**src/rtl/pcr_pkg.sv**
```systemverilog
// Package: register offsets, implemented-bit masks and the write-mask merge
// shared by the client register block. Assumes a 12-bit byte address.
package pcr_pkg;
    localparam int unsigned OFS_W = 12;

    localparam logic [OFS_W-1:0] OFS_GEN     = 12'h000;
    localparam logic [OFS_W-1:0] OFS_INTX_ST = 12'h008;
    localparam logic [OFS_W-1:0] OFS_MISC_ST = 12'h010;
    localparam logic [OFS_W-1:0] OFS_INTX_MK = 12'h01C;
    localparam logic [OFS_W-1:0] OFS_MISC_MK = 12'h024;
    localparam logic [OFS_W-1:0] OFS_PWR     = 12'h02C;
    localparam logic [OFS_W-1:0] OFS_HOT     = 12'h180;
    localparam logic [OFS_W-1:0] OFS_LTSSM   = 12'h300;

    // Implemented bits of each half-word control register
    localparam logic [15:0] IMPL_GEN     = 16'h00FC;
    localparam logic [15:0] IMPL_INTX_MK = 16'h00FF;
    localparam logic [15:0] IMPL_MISC_MK = 16'h0006;
    localparam logic [15:0] IMPL_PWR     = 16'h3001;
    localparam logic [15:0] IMPL_HOT     = 16'h0012;

    // Merge new data into old under the upper-half enable and implemented mask
    function automatic logic [15:0] wm_merge(input logic [15:0] old_q,
                                             input logic [31:0] wdata,
                                             input logic [15:0] impl);
        logic [15:0] en;
        en = wdata[31:16] & impl;
        return (old_q & ~en) | (wdata[15:0] & en);
    endfunction
endpackage

```
**src/rtl/pcr_wm_reg.sv**
```systemverilog
// Half-word write-masked control register.
// Assumes: wdata[31:16] is a per-bit enable for wdata[15:0]; bits outside
// IMPL are held at zero and never written.
module pcr_wm_reg #(
    parameter logic [15:0] IMPL = 16'hFFFF,
    parameter logic [15:0] RST  = 16'h0000
) (
    input  logic        clk,
    input  logic        rst_n,
    input  logic        we,
    input  logic [31:0] wdata,
    output logic [15:0] q
);
    import pcr_pkg::*;

    logic [15:0] q_r;

    // Register update: reset value, else masked merge on write
    always_ff @(posedge clk) begin
        if (!rst_n)
            q_r <= RST & IMPL;
        else if (we)
            q_r <= wm_merge(q_r, wdata, IMPL);
    end

    assign q = q_r;

    // bits whose enable was 0 must not change
    assert_wm_keep_R1: assert property (@(posedge clk) disable iff (!rst_n)
        we |=> (((q ^ $past(q)) & ~$past(wdata[31:16])) == 16'h0));
endmodule

```
**src/rtl/pcr_irq_grp.sv**
```systemverilog
// Event status group: edge detect, sticky write-1-to-clear status, masked
// combined interrupt. Assumes event inputs are synchronous to clk.
module pcr_irq_grp #(
    parameter int unsigned N = 4
) (
    input  logic         clk,
    input  logic         rst_n,
    input  logic [N-1:0] evt,
    input  logic         clr_we,
    input  logic [N-1:0] clr_bits,
    input  logic [N-1:0] mask,
    output logic [N-1:0] status,
    output logic [N-1:0] rise,
    output logic         irq
);
    logic [N-1:0] evt_d;
    logic [N-1:0] st_r;
    logic [N-1:0] clr_eff;

    assign rise    = evt & ~evt_d;
    assign clr_eff = clr_we ? clr_bits : '0;

    // Previous event level for edge detection
    always_ff @(posedge clk) begin
        if (!rst_n) evt_d <= '0;
        else        evt_d <= evt;
    end

    // Sticky status: set by rising edge, cleared by write-1; set wins
    always_ff @(posedge clk) begin
        if (!rst_n) st_r <= '0;
        else        st_r <= (st_r & ~clr_eff) | rise;
    end

    assign status = st_r;
    assign irq    = |(st_r & ~mask);

    // an edge always leaves its status bit set one clock later
    assert_edge_sets_R4: assert property (@(posedge clk) disable iff (!rst_n)
        (rise != '0) |=> ((status & $past(rise)) == $past(rise)));

    // the interrupt never fires with an empty status register
    assert_irq_needs_status_R5: assert property (@(posedge clk) disable iff (!rst_n)
        irq |-> (status != '0));
endmodule

```
**src/rtl/pcr_train_hold.sv**
```systemverilog
// Training hold after a link reset request. Assumes rst_rise is a
// one-cycle edge and release is a one-cycle decoded write of the done bit.
module pcr_train_hold (
    input  logic clk,
    input  logic rst_n,
    input  logic enhance,
    input  logic delay_en,
    input  logic rst_rise,
    input  logic release_wr,
    input  logic train_req,
    output logic train_en,
    output logic held
);
    logic held_r;
    logic arm;

    assign arm = enhance & delay_en & rst_rise;

    // Hold flag: set by an armed reset request, released by the done write
    always_ff @(posedge clk) begin
        if (!rst_n)          held_r <= 1'b0;
        else if (arm)        held_r <= 1'b1;
        else if (release_wr) held_r <= 1'b0;
    end

    assign held     = held_r;
    assign train_en = train_req & ~held_r;

    // an armed reset request always produces a hold
    assert_hold_sets_R8: assert property (@(posedge clk) disable iff (!rst_n)
        arm |=> held);

    // training is off whenever held
    assert_hold_blocks_R3: assert property (@(posedge clk) disable iff (!rst_n)
        held |-> !train_en);

    // a hold only starts from an armed request
    assert_hold_cause_R9: assert property (@(posedge clk) disable iff (!rst_n)
        $rose(held) |-> $past(enhance && delay_en && rst_rise));
endmodule

```
**src/rtl/pcie_client_regs.sv**
```systemverilog
// PCIe client control register block: write-masked control registers,
// legacy and misc event status with masks, training hold and a read-only
// LTSSM status word. Assumes single-cycle word writes and combinational reads.
module pcie_client_regs #(
    parameter int unsigned ADDR_W = 12,
    parameter int unsigned INTX_N = 4
) (
    input  logic              clk,
    input  logic              rst_n,
    input  logic [ADDR_W-1:0] bus_addr,
    input  logic              bus_wr,
    input  logic [31:0]       bus_wdata,
    output logic [31:0]       bus_rdata,
    input  logic [5:0]        core_ltssm,
    input  logic              core_link_up,
    input  logic [INTX_N-1:0] intx_in,
    input  logic              evt_dl_chg,
    input  logic              evt_rst_req,
    output logic              train_en,
    output logic [3:0]        dev_mode,
    output logic              rst_grant,
    output logic              clkreq_ready,
    output logic [1:0]        clkreq_force_low,
    output logic              intx_irq,
    output logic              misc_irq
);
    import pcr_pkg::*;

    localparam int unsigned MISC_N  = 2;
    localparam int unsigned INTX_PAD = 32 - INTX_N;

    // Address decode
    logic hit_gen, hit_ist, hit_mst, hit_imk, hit_mmk, hit_pwr, hit_hot, hit_lts;
    logic hit_any;

    assign hit_gen = (bus_addr == ADDR_W'(OFS_GEN));
    assign hit_ist = (bus_addr == ADDR_W'(OFS_INTX_ST));
    assign hit_mst = (bus_addr == ADDR_W'(OFS_MISC_ST));
    assign hit_imk = (bus_addr == ADDR_W'(OFS_INTX_MK));
    assign hit_mmk = (bus_addr == ADDR_W'(OFS_MISC_MK));
    assign hit_pwr = (bus_addr == ADDR_W'(OFS_PWR));
    assign hit_hot = (bus_addr == ADDR_W'(OFS_HOT));
    assign hit_lts = (bus_addr == ADDR_W'(OFS_LTSSM));
    assign hit_any = hit_gen | hit_ist | hit_mst | hit_imk | hit_mmk |
                     hit_pwr | hit_hot | hit_lts;

    logic [15:0] gen_q, imk_q, mmk_q, pwr_q, hot_q;

    pcr_wm_reg #(.IMPL(IMPL_GEN), .RST(16'h0000)) u_gen (
        .clk(clk), .rst_n(rst_n), .we(bus_wr & hit_gen), .wdata(bus_wdata), .q(gen_q));
    pcr_wm_reg #(.IMPL(IMPL_INTX_MK), .RST(16'h00FF)) u_imk (
        .clk(clk), .rst_n(rst_n), .we(bus_wr & hit_imk), .wdata(bus_wdata), .q(imk_q));
    pcr_wm_reg #(.IMPL(IMPL_MISC_MK), .RST(16'h0006)) u_mmk (
        .clk(clk), .rst_n(rst_n), .we(bus_wr & hit_mmk), .wdata(bus_wdata), .q(mmk_q));
    pcr_wm_reg #(.IMPL(IMPL_PWR), .RST(16'h0000)) u_pwr (
        .clk(clk), .rst_n(rst_n), .we(bus_wr & hit_pwr), .wdata(bus_wdata), .q(pwr_q));
    pcr_wm_reg #(.IMPL(IMPL_HOT), .RST(16'h0000)) u_hot (
        .clk(clk), .rst_n(rst_n), .we(bus_wr & hit_hot), .wdata(bus_wdata), .q(hot_q));

    // Legacy interrupt group
    logic [INTX_N-1:0] intx_st, intx_rise;

    pcr_irq_grp #(.N(INTX_N)) u_intx (
        .clk(clk), .rst_n(rst_n), .evt(intx_in),
        .clr_we(bus_wr & hit_ist), .clr_bits(bus_wdata[INTX_N-1:0]),
        .mask(imk_q[INTX_N-1:0]), .status(intx_st), .rise(intx_rise), .irq(intx_irq));

    // Misc link event group: index 0 = link-up change, index 1 = reset request
    logic [MISC_N-1:0] misc_st, misc_rise;

    pcr_irq_grp #(.N(MISC_N)) u_misc (
        .clk(clk), .rst_n(rst_n), .evt({evt_rst_req, evt_dl_chg}),
        .clr_we(bus_wr & hit_mst), .clr_bits(bus_wdata[2:1]),
        .mask(mmk_q[2:1]), .status(misc_st), .rise(misc_rise), .irq(misc_irq));

    // Training hold after reset request
    logic held;

    pcr_train_hold u_hold (
        .clk(clk), .rst_n(rst_n),
        .enhance(hot_q[4]), .delay_en(hot_q[1]),
        .rst_rise(misc_rise[1]),
        .release_wr(bus_wr & hit_hot & bus_wdata[19] & bus_wdata[3]),
        .train_req(gen_q[2]), .train_en(train_en), .held(held));

    assign dev_mode         = gen_q[7:4];
    assign rst_grant        = gen_q[3];
    assign clkreq_ready     = pwr_q[0];
    assign clkreq_force_low = pwr_q[13:12];

    // Read mux
    always_comb begin
        bus_rdata = 32'h0;
        if (hit_gen) bus_rdata = {16'h0, gen_q};
        if (hit_ist) bus_rdata = {{INTX_PAD{1'b0}}, intx_st};
        if (hit_mst) bus_rdata = {29'h0, misc_st, 1'b0};
        if (hit_imk) bus_rdata = {16'h0, imk_q};
        if (hit_mmk) bus_rdata = {16'h0, mmk_q};
        if (hit_pwr) bus_rdata = {16'h0, pwr_q};
        if (hit_hot) bus_rdata = {16'h0, hot_q};
        if (hit_lts) bus_rdata = {14'h0, {2{core_link_up}}, 10'h0, core_ltssm};
    end

    // a write to an undefined offset leaves every control register alone
    assert_undef_write_R11: assert property (@(posedge clk) disable iff (!rst_n)
        (bus_wr && !hit_any) |=> ($stable(gen_q) && $stable(imk_q) &&
                                  $stable(mmk_q) && $stable(pwr_q) && $stable(hot_q)));

    // the read-only word reflects the core inputs
    assert_ltssm_ro_R10: assert property (@(posedge clk) disable iff (!rst_n)
        hit_lts |-> (bus_rdata[5:0] == core_ltssm &&
                     bus_rdata[17:16] == {2{core_link_up}}));

    // training enable never rises without the general-control request
    assert_train_req_R3: assert property (@(posedge clk) disable iff (!rst_n)
        train_en |-> gen_q[2] && !held);
endmodule

```
**config.mk**
```make
export PLATFORM = sky130hd
export DESIGN_NAME = pcie_client_regs
export DESIGN_NICKNAME = d
export VERILOG_FILES = /design/src/rtl/pcr_pkg.sv /design/src/rtl/pcr_wm_reg.sv /design/src/rtl/pcr_irq_grp.sv /design/src/rtl/pcr_train_hold.sv /design/src/rtl/pcie_client_regs.sv
export SDC_FILE = /design/constraint.sdc
export NUM_CORES = 1
export LEC_CHECK = 0
export BUFFER_PORTS_ARGS = -buffer_cell sky130_fd_sc_hd__buf_2
export CAP_MARGIN = 0
export CORE_MARGIN = 3
export CORE_UTILIZATION = 45
export CTS_BUF_LIST = sky130_fd_sc_hd__clkbuf_4 sky130_fd_sc_hd__clkbuf_8 sky130_fd_sc_hd__clkbuf_16
export DETAILED_ROUTE_END_ITERATION = 10
export PLACE_DENSITY_LB_ADDON = 0.05
export SETUP_SLACK_MARGIN = 0.15
export SYNTH_ARGS = -nofsm -noshare
export SYNTH_HDL_FRONTEND = slang
export SYNTH_SLANG_ARGS = --single-unit
```
**constraint.sdc**
```tcl
create_clock -name clk -period 2.6 [get_ports clk]
set_input_delay 0.26 -clock clk [delete_from_list [all_inputs] [get_ports clk]]
set_output_delay 0.26 -clock clk [all_outputs]
set_load 0.05 [all_outputs]
```
Word-level counts from Yosys, hierarchy flattened:

Index checks and enable logic that the tools add are counted.

* eq/ne operators: 7
* muxes and demuxes: 12
* bitwise operators: 47
* reductions and logical operators: 4

Operators with widths (number)
* 32-bit 2-to-1 mux: 7
* 16-bit bitwise AND: 5
* 16-bit bitwise OR: 5
* 16-bit by 8-bit bitwise AND with 16-bit output: 2
* 8-bit NOT with 16-bit output: 2
* 12-bit by 5-bit == test with 1-bit output (second input constant): 2
* 12-bit by 6-bit == test with 1-bit output (second input constant): 2
* 16-bit by 14-bit bitwise AND with 16-bit output: 1
* 16-bit by 3-bit bitwise AND with 16-bit output: 1
* 16-bit by 5-bit bitwise AND with 16-bit output: 1
* 16-bit 2-to-1 mux: 1
* 14-bit NOT with 16-bit output: 1
* 3-bit NOT with 16-bit output: 1
* 5-bit NOT with 16-bit output: 1
* 1-bit bitwise AND: 12
* 4-bit bitwise AND: 3
* 12-bit by 10-bit == test with 1-bit output (second input constant): 1
* 12-bit by 4-bit == test with 1-bit output (second input constant): 1
* 12-bit by 9-bit == test with 1-bit output (second input constant): 1
* 12-bit logical NOT: 1
* 4-bit NOT: 3
* 2-bit bitwise AND: 3
* 2-bit NOT: 3
* 4-bit 2-to-1 mux: 1
* other kinds (8): 9

* bits in registers: 93
* input bits: 60
* output and inout bits: 43
* word-level logic and storage cells: 80

Depth between registers and ports, before layout:

Gate-level depths: netlist of run 1.

* word-level depth: 9
* gate-level depth with buffers: 6
* mapped depth without buffers: 4

Modules after synthesis:

A second synthesis of run 1 with hierarchy kept.

* cell total of the unflattened synthesis: 403
* area, all modules: 3164.3 um2

Modules (own cells, without submodules)
* pcie_client_regs: instances 1, cells each 193, area each 1281.2 um2, seq. area each 0.0 um2
* pcr_wm_reg (u_imk): instances 1, cells each 42, area each 396.6 um2, seq. area each 160.2 um2
* pcr_wm_reg (u_gen): instances 1, cells each 42, area each 337.8 um2, seq. area each 120.1 um2
* pcr_irq_grp (u_intx): instances 1, cells each 29, area each 331.6 um2, seq. area each 160.2 um2
* pcr_wm_reg (u_pwr): instances 1, cells each 29, area each 225.2 um2, seq. area each 60.1 um2
* pcr_wm_reg (u_hot): instances 1, cells each 25, area each 191.4 um2, seq. area each 40.0 um2
* pcr_wm_reg (u_mmk): instances 1, cells each 23, area each 190.2 um2, seq. area each 40.0 um2
* pcr_irq_grp (u_misc): instances 1, cells each 15, area each 166.4 um2, seq. area each 80.1 um2
* pcr_train_hold: instances 1, cells each 5, area each 43.8 um2, seq. area each 20.0 um2

Least setup slack after synthesis of run 1:

No wires, ideal clock.

* kind: input to output
* from: input bus_addr[9]
* to: output bus_rdata[1]
* data arrival time: 2.419 ns
* data required time: 2.340 ns
* path slack: -0.079 ns
* cell stages on the path: 5
* path buffers: 1
* path through: or4_4 > buf_6 > nor3_1 > nand2_1 > o32ai_1

* cells in the longest elaborated chain, start to end: 9
* elaborated cells between the ends (all ways): 16
* classes of those cells: 7 x eq/ne; 8 x mux; 1 x reduce/logical

RTL lines
* start, declared: RTL line pcie_client_regs.sv:10 `input logic [ADDR_W-1:0] bus_addr,`
* 12-bit logical NOT: RTL line pcie_client_regs.sv:36 `assign hit_gen = (bus_addr == ADDR_W'(OFS_GEN));`
* 16-bit 2-to-1 mux: RTL line pcie_client_regs.sv:94 `if (hit_gen) bus_rdata = {16'h0, gen_q};`
* 32-bit 2-to-1 mux: RTL line pcie_client_regs.sv:95 `if (hit_ist) bus_rdata = {{INTX_PAD{1'b0}}, intx_st};`
* 32-bit 2-to-1 mux: RTL line pcie_client_regs.sv:96 `if (hit_mst) bus_rdata = {29'h0, misc_st, 1'b0};`
* 32-bit 2-to-1 mux: RTL line pcie_client_regs.sv:97 `if (hit_imk) bus_rdata = {16'h0, imk_q};`
* 32-bit 2-to-1 mux: RTL line pcie_client_regs.sv:98 `if (hit_mmk) bus_rdata = {16'h0, mmk_q};`
* 32-bit 2-to-1 mux: RTL line pcie_client_regs.sv:99 `if (hit_pwr) bus_rdata = {16'h0, pwr_q};`
* 32-bit 2-to-1 mux: RTL line pcie_client_regs.sv:100 `if (hit_hot) bus_rdata = {16'h0, hot_q};`
* 32-bit 2-to-1 mux *: RTL line pcie_client_regs.sv:101 `if (hit_lts) bus_rdata = {14'h0, {2{core_link_up}}, 10'h0, core_ltssm};`
* end, declared: RTL line pcie_client_regs.sv:13 `output logic [31:0] bus_rdata,`

Every way passes the cells marked *; elsewhere a longest branch is shown, timed or not.

Worst setup path in the final report of run 1:

* from: input bus_addr[6]
* to: output bus_rdata[2]

Same word-level chain as after synthesis.

==> run metrics, run 1 <==
min Tclk post-route=2.21 ns; #FFs+latches synth=34; dpl ws=0.405 ns; Final period util=0.850; final WL=6.16 mm; Syn Area/Cell=7.90 um2; Synthesis Warnings=0; Synth Area in XOR/XNOR=0; Detailed Route Iter0 Violations=164; worst setup slack after layout=0.389 ns; Max Fclk=452 MHz; DRC Markers=0; worst slew pin tran=0.604 ns; Slew Viols, Final=0; area of the multi-input gates=0.00127 mm2; mux contribution to synthesized area=0.0461; Synth async-reset ratio=0; CTS Hold Bufs=0; Buf/Inv on CP=2; Initial Util=0.482; Fill cells=449; cts bufs inserted=5; Max Root-Sink Buffers=2; final hold vios=0; Max stage delay cell, worst path=nor4_2; largest net degree at the start of global routing=26; global-route wire length before repair=9.60 mm; Post-synth EDFFs=0; CTS tree=yes; Simple-Gate Fraction of Synth Area=0.298; Max VDD drop=0.000253 V; unrepaired setup endpoints after global routing=no; CP max FO=7; post-synthesis sequential area ratio=0.313; final setup violation count=0; outcome=finished clean; Ant. Diodes=0; CP most frequent cell=buf_2; post-CTS resize count=0; area share of the largest cell type after synthesis=0.313; vias in the first global route=2002; Adder-Cell Fraction of Synth Area=0; Hold Path Class=input port to flop; Total Neg Setup Slack=0 ns; FF/Latch Area=681 um2; layout cells sized above 1=0.277; H-tree depth=2; max_slew headroom=0.594; largest family of logic cells by synthesized area=simple AND/OR/NAND/NOR gates; initial antenna violation count=0; clk root buf=clkbuf_8; Setup CP Type=input port to primary output; Remaining Overflow, GRT=0; critical-path cell list=buf_2 > nor4_2 > and3_1 > a32oi_1 > o21ai_1 > buf_2; Synth cell types=53; detailed-route via count=2234; port bufs=70; PwrDens=445 mW/mm2; Die X=75.5 um; RePlAce Congestion=0.957; routed vias/inst=5.60; Nets=406; Final Util=0.581; Setup Skew=0.00221 ns; Core ar.=0.00450 mm2; cell count after synthesis=275; Setup Buffers After CTS=0; CP Data Required Time=2.34 ns; Max Cap Viol=0; TritonCTS Sinks=34; WP data arrival=1.95 ns; top_reg_cell synth=dfxtp_1; Synth Area in Compound Gates=0.203; top cell family by delay on the critical path=simple AND/OR/NAND/NOR gates; cell accounting for the most synthesized area=dfxtp_1; Startpoint Class=input port; DR pass1 iterations=4; wire length per cell=15.4 um; clk slew on worst S/H paths=0.07 ns; Pleak=1.20 nW; dpl hpwl=4.75 mm; Layout area overhead=20.3%; die height=75.5 um; IO Count=103; top cells by area, synth=dfxtp_1 31%, buf_4 7.3%, mux2i_1 4.6%; peak per-stage delay on the critical path=0.50 ns; Routed Antenna Nets=0; standard-cell rows=24; crit path capture type=primary output; GR Util All Layers=0.224; Die ar.=0.00570 mm2; Worst-Skew Late Latency=0.28 ns; post-synth design cell area=0.00217 mm2
[cells by family (layout without fill, tap and decap cells)]
group | Yosys count | in the layout
buffers and inverters | 57 | 110
muxes | 10 | 10
DFF | 34 | 34
and+or+nand+nor | 113 | 113
AOI/OAI and AO/OA | 60 | 60
other | 1 | 20
[final timing paths]
check,startpoint,endpoint,slack [ns],cells after the start
worst max-delay path,bus_addr[6],bus_rdata[2],0.39,6
worst min-delay path,intx_in[0],u_intx.evt_d[0],0.18,2
worst max register to register,u_misc.evt_d[1],u_hold.held,1.72,3
worst min register to register,u_hold.held,u_hold.held,0.48,2
[layout make-up]
cell class,instances,area share
multi-input combinational,203,0.486
sequential,34,0.260
timing repair buffer,79,0.160
clock buffer,7,0.0344
inverter,23,0.0330
tap,52,0.0249
clock inverter,1,0.00191
[Yosys cell counts, types with 4 or more instances]
library cell / number
a32oi_1: 5
nor2_1: 18
inv_1: 22
nand3_1: 6
nor4_1: 10
nand4_1: 4
and2_1: 9
nor3_1: 9
o21ai_0: 6
a21oi_1: 11
mux2i_1: 10
nor2b_1: 10
nand2_1: 25
a211o_1: 4
buf_4: 21
o31a_1: 5
dfxtp_1: 34
clkbuf_1: 10
a22o_1: 4
[where the power goes]
group | total (mW) | internal [mW] | switching [mW]
Sequential | 0.540 | 0.533 | 0.00744
Combinational | 0.208 | 0.0573 | 0.150
Clock | 0.417 | 0.224 | 0.193
[per-layer routing]
| layer | vias up | global-route usage | part of all wire |
|---|---|---|---|
| met5 | - | 0 | 0 |
| met4 | 0 | 0.0893 | 0.015 |
| met3 | 11 | 0.0501 | 0.078 |
| met2 | 96 | 0.346 | 0.45 |
| met1 | 1024 | 0.303 | 0.46 |
| li1 | 1103 | - | - |
[metrics by stage]
step                      power (mW)  hold slack [ns]  cells  instance area, um2
final                           1.16            0.184    399                2620
after floorplan                0.707            0.378    294                2250
after CTS                       1.17            0.178    399                2620
after global placement         0.754            0.456    391                2520
after global routing            1.22            0.182    399                2620
after detailed placement       0.757            0.462    391                2520
[cells in the final DEF (no fill, tap or decap), types with 10 or more instances in the layout]
| cell type | instances |
|---|---|
| buf_2 | 70 |
| conb_1 | 20 |
| nor2_1 | 18 |
| nor2b_1 | 10 |
| mux2i_1 | 10 |
| dfxtp_1 | 34 |
| nand2_1 | 25 |
| a21oi_1 | 11 |
| inv_1 | 22 |
| nor4_1 | 10 |
No activity file was read; power rests on OpenSTA's default activity.
==> inputs of run 2 (changes only) <==
--- a/config.mk
+++ b/config.mk
@@ -5,9 +5,9 @@
 export SDC_FILE = /design/constraint.sdc
 export NUM_CORES = 1
 export LEC_CHECK = 0
+export ABC_AREA = 1
 export BUFFER_PORTS_ARGS = -buffer_cell sky130_fd_sc_hd__buf_2
 export CAP_MARGIN = 0
-export CORE_MARGIN = 3
 export CORE_UTILIZATION = 45
 export CTS_BUF_LIST = sky130_fd_sc_hd__clkbuf_4 sky130_fd_sc_hd__clkbuf_8 sky130_fd_sc_hd__clkbuf_16
 export DETAILED_ROUTE_END_ITERATION = 10
==> run metrics, run 2 <==
worst hold margin=0.175 ns (was 0.184 ns); Core ar.=0.00414 mm2 (was 0.00450 mm2); hold path depth=3 (was 2); layout cells sized above 1=0.246 (was 0.277); die height=69.0 um (was 75.5 um); standard-cell rows=23 (was 24); FF/Latch Area=681 um2 (unchanged); Setup Buffers After CTS=0 (unchanged); Final Util=0.581 (about the same); CP Data Required Time=2.34 ns (about the same); clk root buf=clkbuf_8 (unchanged); DRC Markers=0 (unchanged); Max Cap Viol=0 (unchanged); Syn Area/Cell=6.47 um2 (was 7.90 um2); CTS tree=yes (unchanged); Detailed Route Iter0 Violations=70 (was 164); routed vias/inst=4.69 (was 5.60); Psw=0.306 mW (was 0.350 mW); initial antenna violation count=0 (unchanged); area share of the largest cell type after synthesis=0.337 (was 0.313); CP max FO=6 (was 7); TritonCTS Sinks=34 (unchanged); outcome=finished clean (unchanged); peak per-stage delay on the critical path=0.26 ns (was 0.50 ns); Sw Ratio=0.282 (was 0.301); cts bufs inserted=5 (unchanged); port bufs=70 (unchanged); Slew Viols, Final=0 (unchanged); Max Fclk=482 MHz (was 452 MHz); Final period util=0.798 (was 0.850); crit path capture type=primary output (unchanged); Remaining Overflow, GRT=0 (unchanged); Layout area overhead=19.1% (was 20.3%); Finished Cell Area=0.00241 mm2 (was 0.00262 mm2); GR Util All Layers=0.215 (was 0.224); Seq pwr share=0.500 (was 0.464); top_reg_cell synth=dfxtp_1 (unchanged); Initial Util=0.487 (was 0.482); Hold Path Class=input port to flop (unchanged); Clock power frac=0.352 (was 0.358); Stages on worst setup path=11 (was 6); dpl cells=426 (was 391); post-synthesis sequential area ratio=0.337 (was 0.313); DP Area=0.00232 mm2 (was 0.00252 mm2); CTS Hold Bufs=0 (unchanged); Pint=0.779 mW (was 0.814 mW); #FFs+latches synth=34 (unchanged); most frequent cells in the layout=85 x nand2_1, 70 x buf_2, 43 x inv_1 (was 70 x buf_2, 34 x dfxtp_1, 25 x nand2_1); min Tclk post-route=2.07 ns (was 2.21 ns); CP most frequent cell=nand2_1 (was buf_2); Routed Antenna Nets=0 (unchanged); Max VDD drop=0.000333 V (was 0.000253 V); wire length per cell=11.1 um (was 15.4 um); top cells by area, synth=dfxtp_1 34%, nand2_1 16%, inv_1 8.0% (was dfxtp_1 31%, buf_4 7.3%, mux2i_1 4.6%); PwrDens=451 mW/mm2 (was 445 mW/mm2); RePlAce Congestion=0.834 (was 0.957); Setup Skew=0.00213 ns (was 0.00221 ns); detailed-route via count=2027 (was 2234); Logic pwr share=0.148 (was 0.178); clk slew on worst S/H paths=0.06 ns (was 0.07 ns); most instantiated library cell after synthesis=nand2_1 (was dfxtp_1); Total Neg Setup Slack=0 ns (unchanged); cell accounting for the most synthesized area=dfxtp_1 (unchanged); Pleak=1.35 nW (was 1.20 nW); largest net degree at the start of global routing=30 (was 26); dpl hpwl=3.80 mm (was 4.75 mm); IO Count=103 (unchanged); Synth cell types=28 (was 53); unrepaired setup endpoints after global routing=no (unchanged); WP data arrival=1.81 ns (was 1.95 ns); Synthesis Warnings=0 (unchanged); final WL=4.78 mm (was 6.16 mm); Buf/Inv on CP=3 (was 2); Synth async-reset ratio=0 (unchanged); final cell count without fillers=432 (was 399); cell count after synthesis=312 (was 275); Max Root-Sink Buffers=2 (unchanged); post-CTS resize count=0 (unchanged); Fill cells=440 (was 449); max_slew headroom=0.656 (was 0.594); worst slew pin tran=0.516 ns (was 0.604 ns); DR pass1 iterations=4 (unchanged); Ant. Diodes=0 (unchanged); area of the multi-input gates=0.00105 mm2 (was 0.00127 mm2); Max stage delay cell, worst path=buf_2 (was nor4_2); vias in the first global route=1727 (was 2002); critical-path cell list=buf_2 > nor2_2 > nand3_1 > nor3_2 > nand3_1 > inv_2 > nand2_1 > o21ai_1 > nand2_1 > nand2_1 > buf_2 (was buf_2 > nor4_2 > and3_1 > a32oi_1 > o21ai_1 > buf_2); post-synth design cell area=0.00202 mm2 (was 0.00217 mm2); Die ar.=0.00476 mm2 (was 0.00570 mm2); Startpoint Class=input port (unchanged); top post-synthesis cells by count=85 x nand2_1, 43 x inv_1, 34 x dfxtp_1 (was 34 x dfxtp_1, 25 x nand2_1, 22 x inv_1); final setup violation count=0 (unchanged); Setup CP Type=input port to primary output (unchanged); most common cell after layout, fill and taps aside=nand2_1 (was buf_2); global-route wire length before repair=7.47 mm (was 9.60 mm); Nets=443 (was 406); Worst-Skew Late Latency=0.28 ns (about the same); top cell family by delay on the critical path=simple AND/OR/NAND/NOR gates (unchanged); Die X=69.0 um (was 75.5 um); R2R cell count=4 (was 3); final hold vios=0 (unchanged); Post-synth EDFFs=0 (unchanged); H-tree depth=2 (unchanged)
==> run 2: cell count changes after synthesis, moves of 11 or more <==
cell	delta
nand3_1	+25
inv_1	+21
nand2_1	+60
nor2_1	+11
o21ai_1	+13
==> run 2: worst paths after layout <==
check | startpoint | end | slack [ns]
max | bus_addr[1] | bus_rdata[4] | 0.53
min | intx_in[2] | u_intx.evt_d[2] | 0.18
max reg2reg | flop | flop | 1.91
min reg2reg | u_intx.evt_d[0] | u_intx.status[0] | 0.40
==> run 2: per-stage QoR <==
| step | power [mW] | worst slack [ns] |
|---|---|---|
| after CTS | 1.09 | 0.494 |
| final | 1.08 | 0.526 |
| after global routing | 1.13 | 0.328 |
| after global placement | 0.712 | 0.549 |
| after detailed placement | 0.714 | 0.497 |
| after floorplan | 0.680 | 0.413 |
==> run 2: routing by layer <==
metal  routed length [um]  track usage
met1                 2200        0.270
met2                 2180        0.362
met3                  330       0.0510
met4                   74       0.0689
met5                    0            0
==> run 2: tightest hold or removal path, delay by kind of cell <==
family                 cells  cell delay, ns
and+or+nand+nor            1            0.05
buffers and inverters      2            0.11
==> run 2: final cells by class <==
type,count,share of cell area
Sequential cell,34,0.283
Timing Repair Buffer,70,0.146
Multi-Input combinational cell,224,0.435
Clock buffer,6,0.0343
Inverter,48,0.0759
Tap cell,50,0.0260
==> run 2: logic make-up after synthesis <==
family | Yosys count | synth area share
AO/OA/AOI/OAI | 44 | 0.116
flip-flops | 34 | 0.337
AND/OR/NAND/NOR | 160 | 0.366
buffers and inverters | 73 | 0.180
other | 1 | 0.00186
==> run 2: power by group through the flow <==
stage | clock network, mW | registers (mW) | logic, mW
final | 0.382 | 0.542 | 0.160
after global routing | 0.408 | 0.543 | 0.177
after floorplan | 0 | 0.551 | 0.129
after CTS | 0.389 | 0.542 | 0.160
after global placement | 0 | 0.553 | 0.159
after detailed placement | 0 | 0.554 | 0.160
==> inputs of run 3 (changes only) <==
--- a/config.mk
+++ b/config.mk
@@ -5,7 +5,7 @@
 export SDC_FILE = /design/constraint.sdc
 export NUM_CORES = 1
 export LEC_CHECK = 0
-export ABC_AREA = 1
+export ABC_AREA = 0
 export BUFFER_PORTS_ARGS = -buffer_cell sky130_fd_sc_hd__buf_2
 export CAP_MARGIN = 0
 export CORE_UTILIZATION = 45
==> constraint.sdc (replaced) <==
create_clock -name clk -period 2.2 [get_ports clk]
set_input_delay 0.22 -clock clk [delete_from_list [all_inputs] [get_ports clk]]
set_output_delay 0.22 -clock clk [all_outputs]
set_load 0.05 [all_outputs]
==> run metrics, run 3 (synthesis gave the netlist of run 1 again) <==
CP Data Required Time=1.98 ns (was 2.34 ns); Max VDD drop=0.000388 V (was 0.000333 V); RePlAce Congestion=0.886 (was 0.834); Setup CP Type=input port to primary output (unchanged); CTS tree=yes (unchanged); Startpoint Class=input port (unchanged); R2R cell count=3 (was 4); Max Fclk=503 MHz; clk root buf=clkbuf_8 (unchanged); wire length per cell=14.8 um (was 11.1 um); Final period util=0.903; standard-cell rows=24 (was 23); DRC Markers=0 (unchanged); final setup violation count=0 (unchanged); CP max FO=6 (unchanged); layout cells sized above 1=0.311 (was 0.246); Initial Util=0.482 (was 0.487); vias in the first global route=2022 (was 1727); Core ar.=0.00450 mm2 (was 0.00414 mm2); PwrDens=508 mW/mm2 (was 451 mW/mm2); die height=71.5 um (was 69.0 um); Setup Skew=0.00255 ns (was 0.00213 ns); Pleak=1.26 nW (was 1.35 nW); clk slew on worst S/H paths=0.07 ns (was 0.06 ns); max_slew headroom=0.641 (was 0.656); TritonCTS Sinks=34 (unchanged); Sw Ratio=0.300 (was 0.282); Remaining Overflow, GRT=0 (unchanged); final WL=6.05 mm (was 4.78 mm); Die X=71.5 um (was 69.0 um); most common cell after layout, fill and taps aside=buf_2 (was nand2_1); detailed-route via count=2260 (was 2027); Hold Path Class=input port to flop (unchanged); Seq pwr share=0.462 (was 0.500); Worst-Skew Late Latency=0.28 ns (about the same); largest net degree at the start of global routing=26 (was 30); Die ar.=0.00511 mm2 (was 0.00476 mm2); critical-path cell list=buf_2 > or4_4 > nor3_1 > nand2_1 > o32ai_4 > buf_4 (was buf_2 > nor2_2 > nand3_1 > nor3_2 > nand3_1 > inv_2 > nand2_1 > o21ai_1 > nand2_1 > nand2_1 > buf_2); Stages on worst setup path=6 (was 11); routed vias/inst=5.53 (was 4.69); Pint=0.968 mW (was 0.779 mW); Routed Antenna Nets=0 (unchanged); hold path depth=2 (was 3); WP data arrival=1.77 ns (was 1.81 ns); Total Neg Setup Slack=0 ns (unchanged); Max Cap Viol=0 (unchanged); Max stage delay cell, worst path=or4_4 (was buf_2); global-route wire length before repair=9.57 mm (was 7.47 mm); Slew Viols, Final=0 (unchanged); dpl hpwl=4.71 mm (was 3.80 mm); worst slew pin tran=0.537 ns (was 0.516 ns); Layout area overhead=25.3% (was 19.1%); outcome=finished clean (unchanged); Nets=416 (was 443); peak per-stage delay on the critical path=0.59 ns (was 0.26 ns); Logic pwr share=0.185 (was 0.148); min Tclk post-route=1.99 ns; Ant. Diodes=0 (unchanged); port bufs=70 (unchanged); dpl ws=0.131 ns (was 0.497 ns); crit path capture type=primary output (unchanged); Clock power frac=0.353 (was 0.352); GR Util All Layers=0.244 (was 0.215); cts bufs inserted=5 (unchanged); DR pass1 iterations=4 (unchanged); worst setup slack after layout=0.213 ns (was 0.526 ns); initial antenna violation count=0 (unchanged); most frequent cells in the layout=68 x buf_2, 34 x dfxtp_1, 25 x nand2_1 (was 85 x nand2_1, 70 x buf_2, 43 x inv_1); IO Count=103 (unchanged); unrepaired setup endpoints after global routing=yes (was no); final hold vios=0 (unchanged); Buf/Inv on CP=2 (was 3); Detailed Route Iter0 Violations=162 (was 70); top cell family by delay on the critical path=simple AND/OR/NAND/NOR gates (unchanged); H-tree depth=2 (unchanged); Psw=0.414 mW (was 0.306 mW); Max Root-Sink Buffers=2 (unchanged)
==> run 3: power by group through the flow <==
stage / clock, mW / sequential (mW) / combinational, mW
after global placement: 0 / 0.652 / 0.249
final: 0.489 / 0.639 / 0.256
after detailed placement: 0 / 0.652 / 0.251
after floorplan: 0 / 0.649 / 0.187
after global routing: 0.523 / 0.639 / 0.275
after CTS: 0.498 / 0.638 / 0.252
==> run 3: path summary, 6_finish.rpt <==
| kind | from | endpoint | slack (ns) |
|---|---|---|---|
| setup reg to reg | u_misc.evt_d[1] | u_hold.held | 1.31 |
| hold reg to reg | flop | flop | 0.48 |
| hold / removal | intx_in[2] | u_intx.evt_d[2] | 0.14 |
| setup / recovery | bus_addr[9] | bus_rdata[1] | 0.21 |
==> run 3: metal layers <==
| layer | up-vias | track usage | part of all wire |
|---|---|---|---|
| li1 | 1122 | - | - |
| met1 | 1032 | 0.332 | 0.47 |
| met2 | 100 | 0.393 | 0.45 |
| met3 | 6 | 0.0408 | 0.072 |
| met4 | 0 | 0.0893 | 0.013 |
| met5 | - | 0 | 0 |
==> run 3: repair_timing <==
item	in CTS	in global routing
setup buffers	0	0
resized for setup	1	4
hold buffers	0	0
endpoints found under the setup margin	1	6
pin swaps	0	0
hold endpoints to repair	0	0
==> run 3: final cells by class <==
| type | instances | area, um2 |
|---|---|---|
| clock inverters | 1 | 5.00 |
| fillers | 435 | 1780 |
| clock buffers | 7 | 90.1 |
| flip-flops and latches | 34 | 681 |
| well taps | 52 | 65.1 |
| inverters | 23 | 86.3 |
| repair buffers | 89 | 498 |
| multi-input cells | 203 | 1300 |
==> run 3: through the flow <==
stage               hold slack, ns  instances  total power [mW]  cell area (um2)  utilization
global route                 0.147        409              1.44             2720        0.604
floorplan                    0.338        294             0.837             2270            -
finish                       0.144        409              1.38             2720        0.604
detailed placement           0.436        401             0.903             2610        0.580
CTS                          0.143        409              1.39             2710        0.601
global placement             0.433        401             0.900             2610        0.580
